--- config.mk ---
export PLATFORM = sky130hd
export DESIGN_NAME = gpio_mode_port
export DESIGN_NICKNAME = d
export VERILOG_FILES = /design/src/rtl/gpm_pkg.sv /design/src/rtl/gpm_regs.sv /design/src/rtl/gpm_pad_ctrl.sv /design/src/rtl/gpm_sync.sv /design/src/rtl/gpm_pwr_fsm.sv /design/src/rtl/gpio_mode_port.sv
export SDC_FILE = /design/constraint.sdc
export NUM_CORES = 1
export LEC_CHECK = 0
export ABC_AREA = 1
export ABC_CLOCK_PERIOD_IN_PS = 890
export CAP_MARGIN = 20
export CORE_MARGIN = 10
export CORE_UTILIZATION = 40
export DETAILED_ROUTE_END_ITERATION = 16
export GPL_TIMING_DRIVEN = 0
export MAX_ROUTING_LAYER = met4
export PLACE_DENSITY = 0.84
export SYNTH_ARGS = -nofsm -noshare
export SYNTH_HDL_FRONTEND = slang
export SYNTH_SLANG_ARGS = --single-unit
--- constraint.sdc ---
create_clock -name clk -period 0.89 [get_ports clk]
set_clock_uncertainty 0.15 [all_clocks]
set_input_delay 0.178 -clock clk [delete_from_list [all_inputs] [get_ports clk]]
set_output_delay 0.178 -clock clk [all_outputs]
set_load 0.005 [all_outputs]
--- src/rtl/gpm_pkg.sv ---
`timescale 1ns/1ps
package gpm_pkg;
    typedef enum logic [1:0] {
        ADR_CFG = 2'd0,
        ADR_DAT = 2'd1,
        ADR_PIN = 2'd2,
        ADR_RSV = 2'd3
    } gpm_addr_e;

    typedef enum logic [1:0] {
        PM_RUN  = 2'd0,
        PM_HALT = 2'd1,
        PM_IDLE = 2'd2
    } pm_state_e;

    typedef enum logic {
        RD_IDLE = 1'b0,
        RD_RESP = 1'b1
    } rd_state_e;

    typedef enum logic [1:0] {
        PIN_FLOAT  = 2'b00,
        PIN_PULLUP = 2'b01,
        PIN_LOW    = 2'b10,
        PIN_HIGH   = 2'b11
    } pin_mode_e;

    localparam int HALT_BIT = 7;
    localparam int IDLE_BIT = 6;
endpackage

--- src/rtl/gpm_regs.sv ---
`timescale 1ns/1ps
module gpm_regs
    import gpm_pkg::*;
#(
    parameter int WIDTH   = 8,
    parameter bit SPECIAL = 1'b1
) (
    input  logic             clk,
    input  logic             rst_n,
    input  logic             cfg_we,
    input  logic             dat_we,
    input  logic [WIDTH-1:0] wdata,
    output logic [WIDTH-1:0] cfg_q,
    output logic [WIDTH-1:0] dat_q
);
    localparam logic [WIDTH-1:0] SPC_BITS = WIDTH'(2'b11) << IDLE_BIT;
    localparam logic [WIDTH-1:0] DAT_KEEP = SPECIAL ? ~SPC_BITS : {WIDTH{1'b1}};

    always_ff @(posedge clk) begin
        if (!rst_n) begin
            cfg_q <= '0;
            dat_q <= '0;
        end else begin
            if (cfg_we) cfg_q <= wdata;
            if (dat_we) dat_q <= wdata & DAT_KEEP;
        end
    end
endmodule

--- src/rtl/gpm_pad_ctrl.sv ---
`timescale 1ns/1ps
module gpm_pad_ctrl
    import gpm_pkg::*;
#(
    parameter int WIDTH   = 8,
    parameter bit SPECIAL = 1'b1
) (
    input  logic [WIDTH-1:0] cfg_q,
    input  logic [WIDTH-1:0] dat_q,
    output logic [WIDTH-1:0] pad_oe,
    output logic [WIDTH-1:0] pad_out,
    output logic [WIDTH-1:0] pad_pu
);
    for (genvar i = 0; i < WIDTH; i++) begin : gen_pin
        if (SPECIAL && (i == IDLE_BIT || i == HALT_BIT)) begin : gen_fixed
            assign pad_oe[i]  = 1'b0;
            assign pad_out[i] = 1'b0;
            assign pad_pu[i]  = 1'b0;
        end else begin : gen_mode
            pin_mode_e mode;
            assign mode = pin_mode_e'({cfg_q[i], dat_q[i]});
            always_comb begin
                pad_oe[i]  = 1'b0;
                pad_out[i] = 1'b0;
                pad_pu[i]  = 1'b0;
                unique case (mode)
                    PIN_FLOAT:  ;
                    PIN_PULLUP: pad_pu[i] = 1'b1;
                    PIN_LOW:    pad_oe[i] = 1'b1;
                    PIN_HIGH: begin
                        pad_oe[i]  = 1'b1;
                        pad_out[i] = 1'b1;
                    end
                    default: ;
                endcase
            end
        end
    end
endmodule

--- src/rtl/gpm_sync.sv ---
`timescale 1ns/1ps
module gpm_sync #(
    parameter int WIDTH = 8
) (
    input  logic             clk,
    input  logic             rst_n,
    input  logic [WIDTH-1:0] d,
    output logic [WIDTH-1:0] q
);
    logic [WIDTH-1:0] meta;

    always_ff @(posedge clk) begin
        if (!rst_n) begin
            meta <= '0;
            q    <= '0;
        end else begin
            meta <= d;
            q    <= meta;
        end
    end
endmodule

--- src/rtl/gpm_pwr_fsm.sv ---
`timescale 1ns/1ps
module gpm_pwr_fsm
    import gpm_pkg::*;
(
    input  logic clk,
    input  logic rst_n,
    input  logic req_we,
    input  logic halt_bit,
    input  logic idle_bit,
    output logic halt_req,
    output logic idle_req
);
    pm_state_e state_q, state_d;

    always_comb begin
        state_d = PM_RUN;
        unique case (state_q)
            PM_RUN, PM_HALT, PM_IDLE: begin
                if (req_we && halt_bit)      state_d = PM_HALT;
                else if (req_we && idle_bit) state_d = PM_IDLE;
                else                         state_d = PM_RUN;
            end
            default: state_d = PM_RUN;
        endcase
    end

    always_ff @(posedge clk) begin
        if (!rst_n) state_q <= PM_RUN;
        else        state_q <= state_d;
    end

    always_comb begin
        halt_req = 1'b0;
        idle_req = 1'b0;
        unique case (state_q)
            PM_RUN:  ;
            PM_HALT: halt_req = 1'b1;
            PM_IDLE: idle_req = 1'b1;
            default: ;
        endcase
    end
endmodule

--- src/rtl/gpio_mode_port.sv ---
`timescale 1ns/1ps
module gpio_mode_port
    import gpm_pkg::*;
#(
    parameter int WIDTH   = 8,
    parameter bit SPECIAL = 1'b1
) (
    input  logic             clk,
    input  logic             rst_n,
    input  logic             wr_en,
    input  logic             rd_en,
    input  logic [1:0]       addr,
    input  logic [WIDTH-1:0] wdata,
    output logic [WIDTH-1:0] rd_data,
    output logic             rd_valid,
    input  logic [WIDTH-1:0] pin_in,
    output logic [WIDTH-1:0] pad_oe,
    output logic [WIDTH-1:0] pad_out,
    output logic [WIDTH-1:0] pad_pu,
    output logic             halt_req,
    output logic             idle_req,
    output logic             sclk_alt_phase,
    output logic             halt_delay_en
);
    gpm_addr_e        adr;
    logic             cfg_we, dat_we;
    logic [WIDTH-1:0] cfg_q, dat_q, pin_sync, rd_mux;
    rd_state_e        rd_q, rd_d;

    assign adr    = gpm_addr_e'(addr);
    assign cfg_we = wr_en && (adr == ADR_CFG);
    assign dat_we = wr_en && (adr == ADR_DAT);

    gpm_regs #(.WIDTH(WIDTH), .SPECIAL(SPECIAL)) regs_i (
        .clk(clk), .rst_n(rst_n), .cfg_we(cfg_we), .dat_we(dat_we),
        .wdata(wdata), .cfg_q(cfg_q), .dat_q(dat_q)
    );

    gpm_pad_ctrl #(.WIDTH(WIDTH), .SPECIAL(SPECIAL)) pads_i (
        .cfg_q(cfg_q), .dat_q(dat_q),
        .pad_oe(pad_oe), .pad_out(pad_out), .pad_pu(pad_pu)
    );

    gpm_sync #(.WIDTH(WIDTH)) sync_i (
        .clk(clk), .rst_n(rst_n), .d(pin_in), .q(pin_sync)
    );

    if (SPECIAL) begin : gen_special
        gpm_pwr_fsm pwr_i (
            .clk(clk), .rst_n(rst_n), .req_we(dat_we),
            .halt_bit(wdata[HALT_BIT]), .idle_bit(wdata[IDLE_BIT]),
            .halt_req(halt_req), .idle_req(idle_req)
        );
        assign sclk_alt_phase = cfg_q[IDLE_BIT];
        assign halt_delay_en  = cfg_q[HALT_BIT];
    end else begin : gen_plain
        assign halt_req       = 1'b0;
        assign idle_req       = 1'b0;
        assign sclk_alt_phase = 1'b0;
        assign halt_delay_en  = 1'b0;
    end

    always_comb begin
        rd_mux = '0;
        unique case (adr)
            ADR_CFG: rd_mux = cfg_q;
            ADR_DAT: rd_mux = dat_q;
            ADR_PIN: rd_mux = pin_sync;
            ADR_RSV: rd_mux = '0;
            default: rd_mux = '0;
        endcase
    end

    always_comb begin
        rd_d = RD_IDLE;
        unique case (rd_q)
            RD_IDLE: rd_d = rd_en ? RD_RESP : RD_IDLE;
            RD_RESP: rd_d = rd_en ? RD_RESP : RD_IDLE;
            default: rd_d = RD_IDLE;
        endcase
    end

    always_ff @(posedge clk) begin
        if (!rst_n) rd_q <= RD_IDLE;
        else        rd_q <= rd_d;
    end

    always_ff @(posedge clk) begin
        if (!rst_n)     rd_data <= '0;
        else if (rd_en) rd_data <= rd_mux;
    end

    always_comb begin
        rd_valid = 1'b0;
        unique case (rd_q)
            RD_IDLE: rd_valid = 1'b0;
            RD_RESP: rd_valid = 1'b1;
            default: rd_valid = 1'b0;
        endcase
    end
endmodule

==> qor.csv, run 1 <==
stage,metric,value,unit
run_status,outcome,"finished, violations left",
flow_run,Max-Cap Viols,0,
synth,largest family of logic cells by synthesized area,simple AND/OR/NAND/NOR gates,
synth,"area leader, netlist",dfxtp_1,
critical_path,worst stage delay on the critical path,0.33,ns
critical_path,CP max stage cell,dfxtp_2,
sta,max-slew violation total from the final report,0,
critical_path,CP required,0.56,ns
pwr,Sw Share,27.14,%
critical_path,Reg2Reg Depth,6,
pwr,Logic pwr share,20.1,%
floorplanning,initial core utilization,41.47,%
worst_hold_path,hold path depth,3,
synth,top cell type's share of synthesized area,45.46,%
place,port bufs,48,
drt,drt wl/cell,14.22,µm
sta,final worst-path cycle share,146.2,%
clock_network,Num Clock Sinks,41,
synth,synth unique cells,18,
clock_network,CTS root buf,clkbuf_8,
pwr,Switch Pwr,1.082,mW
synth,area share of and/or/nand/nor cells after synthesis,36.24,%
sta,Max Clock Freq,0.7685,GHz
drt,final WL,5774,µm
grt,gr usage total,14.43,%
sta,Setup TNS,-10.46,ns
grt,global-route wire length before repair,8473,µm
synth,top post-synthesis cells by count,"nand2_1, nor2_1, dfxtp_1",
critical_path,Setup Crit Path Kind,register to primary output,
sta,final hold vios,5,
drt,drt via density,4.623,
synth,"count leader, synth",nand2_1,
synth,sequential area share after synthesis,45.46,%
clock_network,Clock Path Buffers,2,
floorplanning,die width,87.19,µm
cells_and_area,Reg area,863.3,µm²
cells_and_area,ant diodes,0,
pwr,internal power,2.904,mW
drt,first drt pass iteration count,4,
synth,top post-synthesis cells by area,"dfxtp_1, nand2_1, nor2_1",
critical_path,CP Buf/Inv Count,2,
critical_path,CP endpoint kind,primary output,
synth,Post-Synth Adder-Cell Area,0,%
synth,Yosys reg bits,41,
critical_path,Critical Path Fanout Max,3,
synth,Async SR Flop Fraction,0,%
floorplanning,area of the die,0.007601,mm²
critical_path,cell depth of the worst setup path,3,
cells_and_area,area taken by multi-input logic gates,852.1,µm²
drt,Iteration-0 DRC Markers,122,
sta,endpoints failing setup,44,
floorplanning,Row Count,24,
grt,antenna violations before repair,0,
place,Cells after DPL,362,
sta,fin crit period,1.301,ns
pwr,Cell Pwr Density,1347,mW/mm²
floorplanning,Die H,87.19,µm
drt,Post-route DRC,0,
run_status,failing checks,"negative hold slack, negative setup slack",
synth,"Top FF cell, synth",dfxtp_1,
cells_and_area,post-route insts no fill,406,
critical_path,Crit path max-delay family,flip-flops,
floorplanning,core box area,0.004354,mm²
grt,number of global-route vias before repair,1842,
grt,largest net degree at the start of global routing,14,
grt,gr ovfl total,0,
synth,Post-Synth XOR/XNOR Area,0,%
clock_network,Clock Latency Late Sink,0.30,ns
place,RD Place Congestion,0.8261,
synth,Post-synth EDFFs,0,
critical_path,R2R Setup Slk,-0.22,ns
critical_path,Critical Path Start Type,register,
clock_network,H-tree levels,2,
worst_hold_path,HP Class,input port to register,
synth,mux cell area share after synthesis,0,%
cells_and_area,Fill cells,324,
cells_and_area,"Area growth, synth to finish",63.89,%
pwr,leakage power,1.638,nW
pwr,Max IR drop VDD,0.001126,V
clock_network,CTS tree,yes,
pwr,sequential share of power,49.9,%
critical_path,critical-path cell list,buf_4 -> nor2_1 -> buf_2,
synth,post-synthesis compound-gate area fraction,1.663,%
clock_network,CTS buffer count,5,
clock_network,"Clk pin slew, worst setup/hold paths",0.08,ns
sta,RSZ-0062 raised after global routing,true,
synth,number of synthesis warnings,0,
place,hpwl dp,3312,µm
sta,hold slack,-0.01949,ns
sta,worst setup margin,-0.4113,ns
synth,mapped cell area,0.001805,mm²
cells_and_area,Layout Nets,375,
drt,total number of vias,1877,
synth,synthesized area per cell,7.025,µm²
critical_path,CP arrival,0.97,ns
drt,antenna-violating nets left,0,
cells_and_area,ratio of cells with drive above 1 in the final layout,46.89,%
floorplanning,I/O pins,59,
synth,post-synthesis cell count,257,
pwr,clock power share,30.0,%
## registers in the layout, summed over array words and instances (netlist names)
register / flops
sync_i.q: 8
regs_i.dat_q: 6
rd_data: 8
regs_i.cfg_q: 8
rd_q: 1
sync_i.meta: 8
gen_special.pwr_i.state_q: 2
## per-stage QoR
stage | power [mW] | utilization, % | instance area (µm²) | worst slack, ns | hold slack, ns
after CTS | 3.862 | 62.70 | 2730 | -0.4061 | -0.01988
after global routing | 4.159 | 67.96 | 2959 | -0.4567 | -0.01978
final | 3.985 | 67.96 | 2959 | -0.4113 | -0.01949
after detailed placement | 2.595 | 54.94 | 2392 | -0.7936 | 0.2468
after floorplan | 2.327 | - | 1847 | -0.09034 | 0.1256
after global placement | 2.581 | 54.94 | 2392 | -0.7499 | 0.2452
## worst min-delay path, delay by kind of cell
| kind | cells | cell delay [ns] |
|---|---|---|
| buffers and inverters | 2 | 0.18 |
| and+or+nand+nor | 1 | 0.05 |
## power groups by stage
stage	Combinational (mW)	Clock (mW)	Sequential, mW
4_1_cts	0.686	1.19	1.98
3_3_place_gp	0.560	0	2.02
5_1_grt	0.873	1.29	2.00
2_1_floorplan	0.316	0	2.01
3_5_place_dp	0.572	0	2.02
6_report	0.803	1.20	1.99
## worst paths after layout
kind | endpoint | startpoint
worst max register to register | rd_data[2] | regs_i.cfg_q[2]
worst max-delay path | pad_pu[5] | regs_i.cfg_q[5]
worst min-delay path | sync_i.q[7] | rst_n
worst min register to register | sync_i.q[7] | sync_i.meta[7]
## cells by family after synthesis
| logic type | after synthesis |
|---|---|
| other | 1 |
| buffers and inverters | 60 |
| AND/OR/NAND/NOR | 149 |
| AO/OA/AOI/OAI | 6 |
| flip-flops | 41 |
## layout make-up
cell class              instances  area share [%]
flip-flops and latches         41           29.18
inverters                      37           4.989
clock buffers                   5           2.326
multi-input cells             161           28.79
well taps                      52           2.199
clock inverters                 3          0.5920
repair buffers                 84           25.84
plain buffers                  23           6.089
## layer usage
| layer | vias to the layer above | GRT usage (%) | part of all wire (%) |
|---|---|---|---|
| met5 | - | - | 0 |
| met4 | 0 | 6.087 | 3.3 |
| met3 | 17 | 4.588 | 6.7 |
| met2 | 69 | 24.92 | 52 |
| met1 | 858 | 14.72 | 38 |
| li1 | 933 | - | - |
## timing repair
item	in CTS	in global routing
gates cloned	1	0
buffers inserted	27	11
pin swaps	29	31
endpoints found under the setup margin	55	54
hold endpoints to repair	9	2
resized for setup	198	60
## layout by cell type (no fill, tap or decap), types with 3 or more instances in the layout
master and count:
buf_2 20, buf_4 23, buf_6 37, clkbuf_1 6, clkbuf_8 6, clkdlybuf4s50_1 14
conb_1 6, dfxtp_1 17, dfxtp_2 19, dfxtp_4 5, inv_1 24, inv_2 10
nand2_1 53, nand2_2 11, nand2_4 4, nand3_1 14, nand3_2 3, nand3b_1 7
nor2_1 37, nor2_2 9, nor2_4 6, o21ai_1 6
Note: power is estimated with default switching activity, not from simulation.
==> run 2, diff against run 1 <==
--- a/config.mk
+++ b/config.mk
@@ -14,6 +14,7 @@
 export GPL_TIMING_DRIVEN = 0
 export MAX_ROUTING_LAYER = met4
 export PLACE_DENSITY = 0.84
+export SLEW_MARGIN = 20
 export SYNTH_ARGS = -nofsm -noshare
 export SYNTH_HDL_FRONTEND = slang
 export SYNTH_SLANG_ARGS = --single-unit
==> results of run 2 <==
Same layout as run 1: the final DEF is identical, and so are final timing and power.
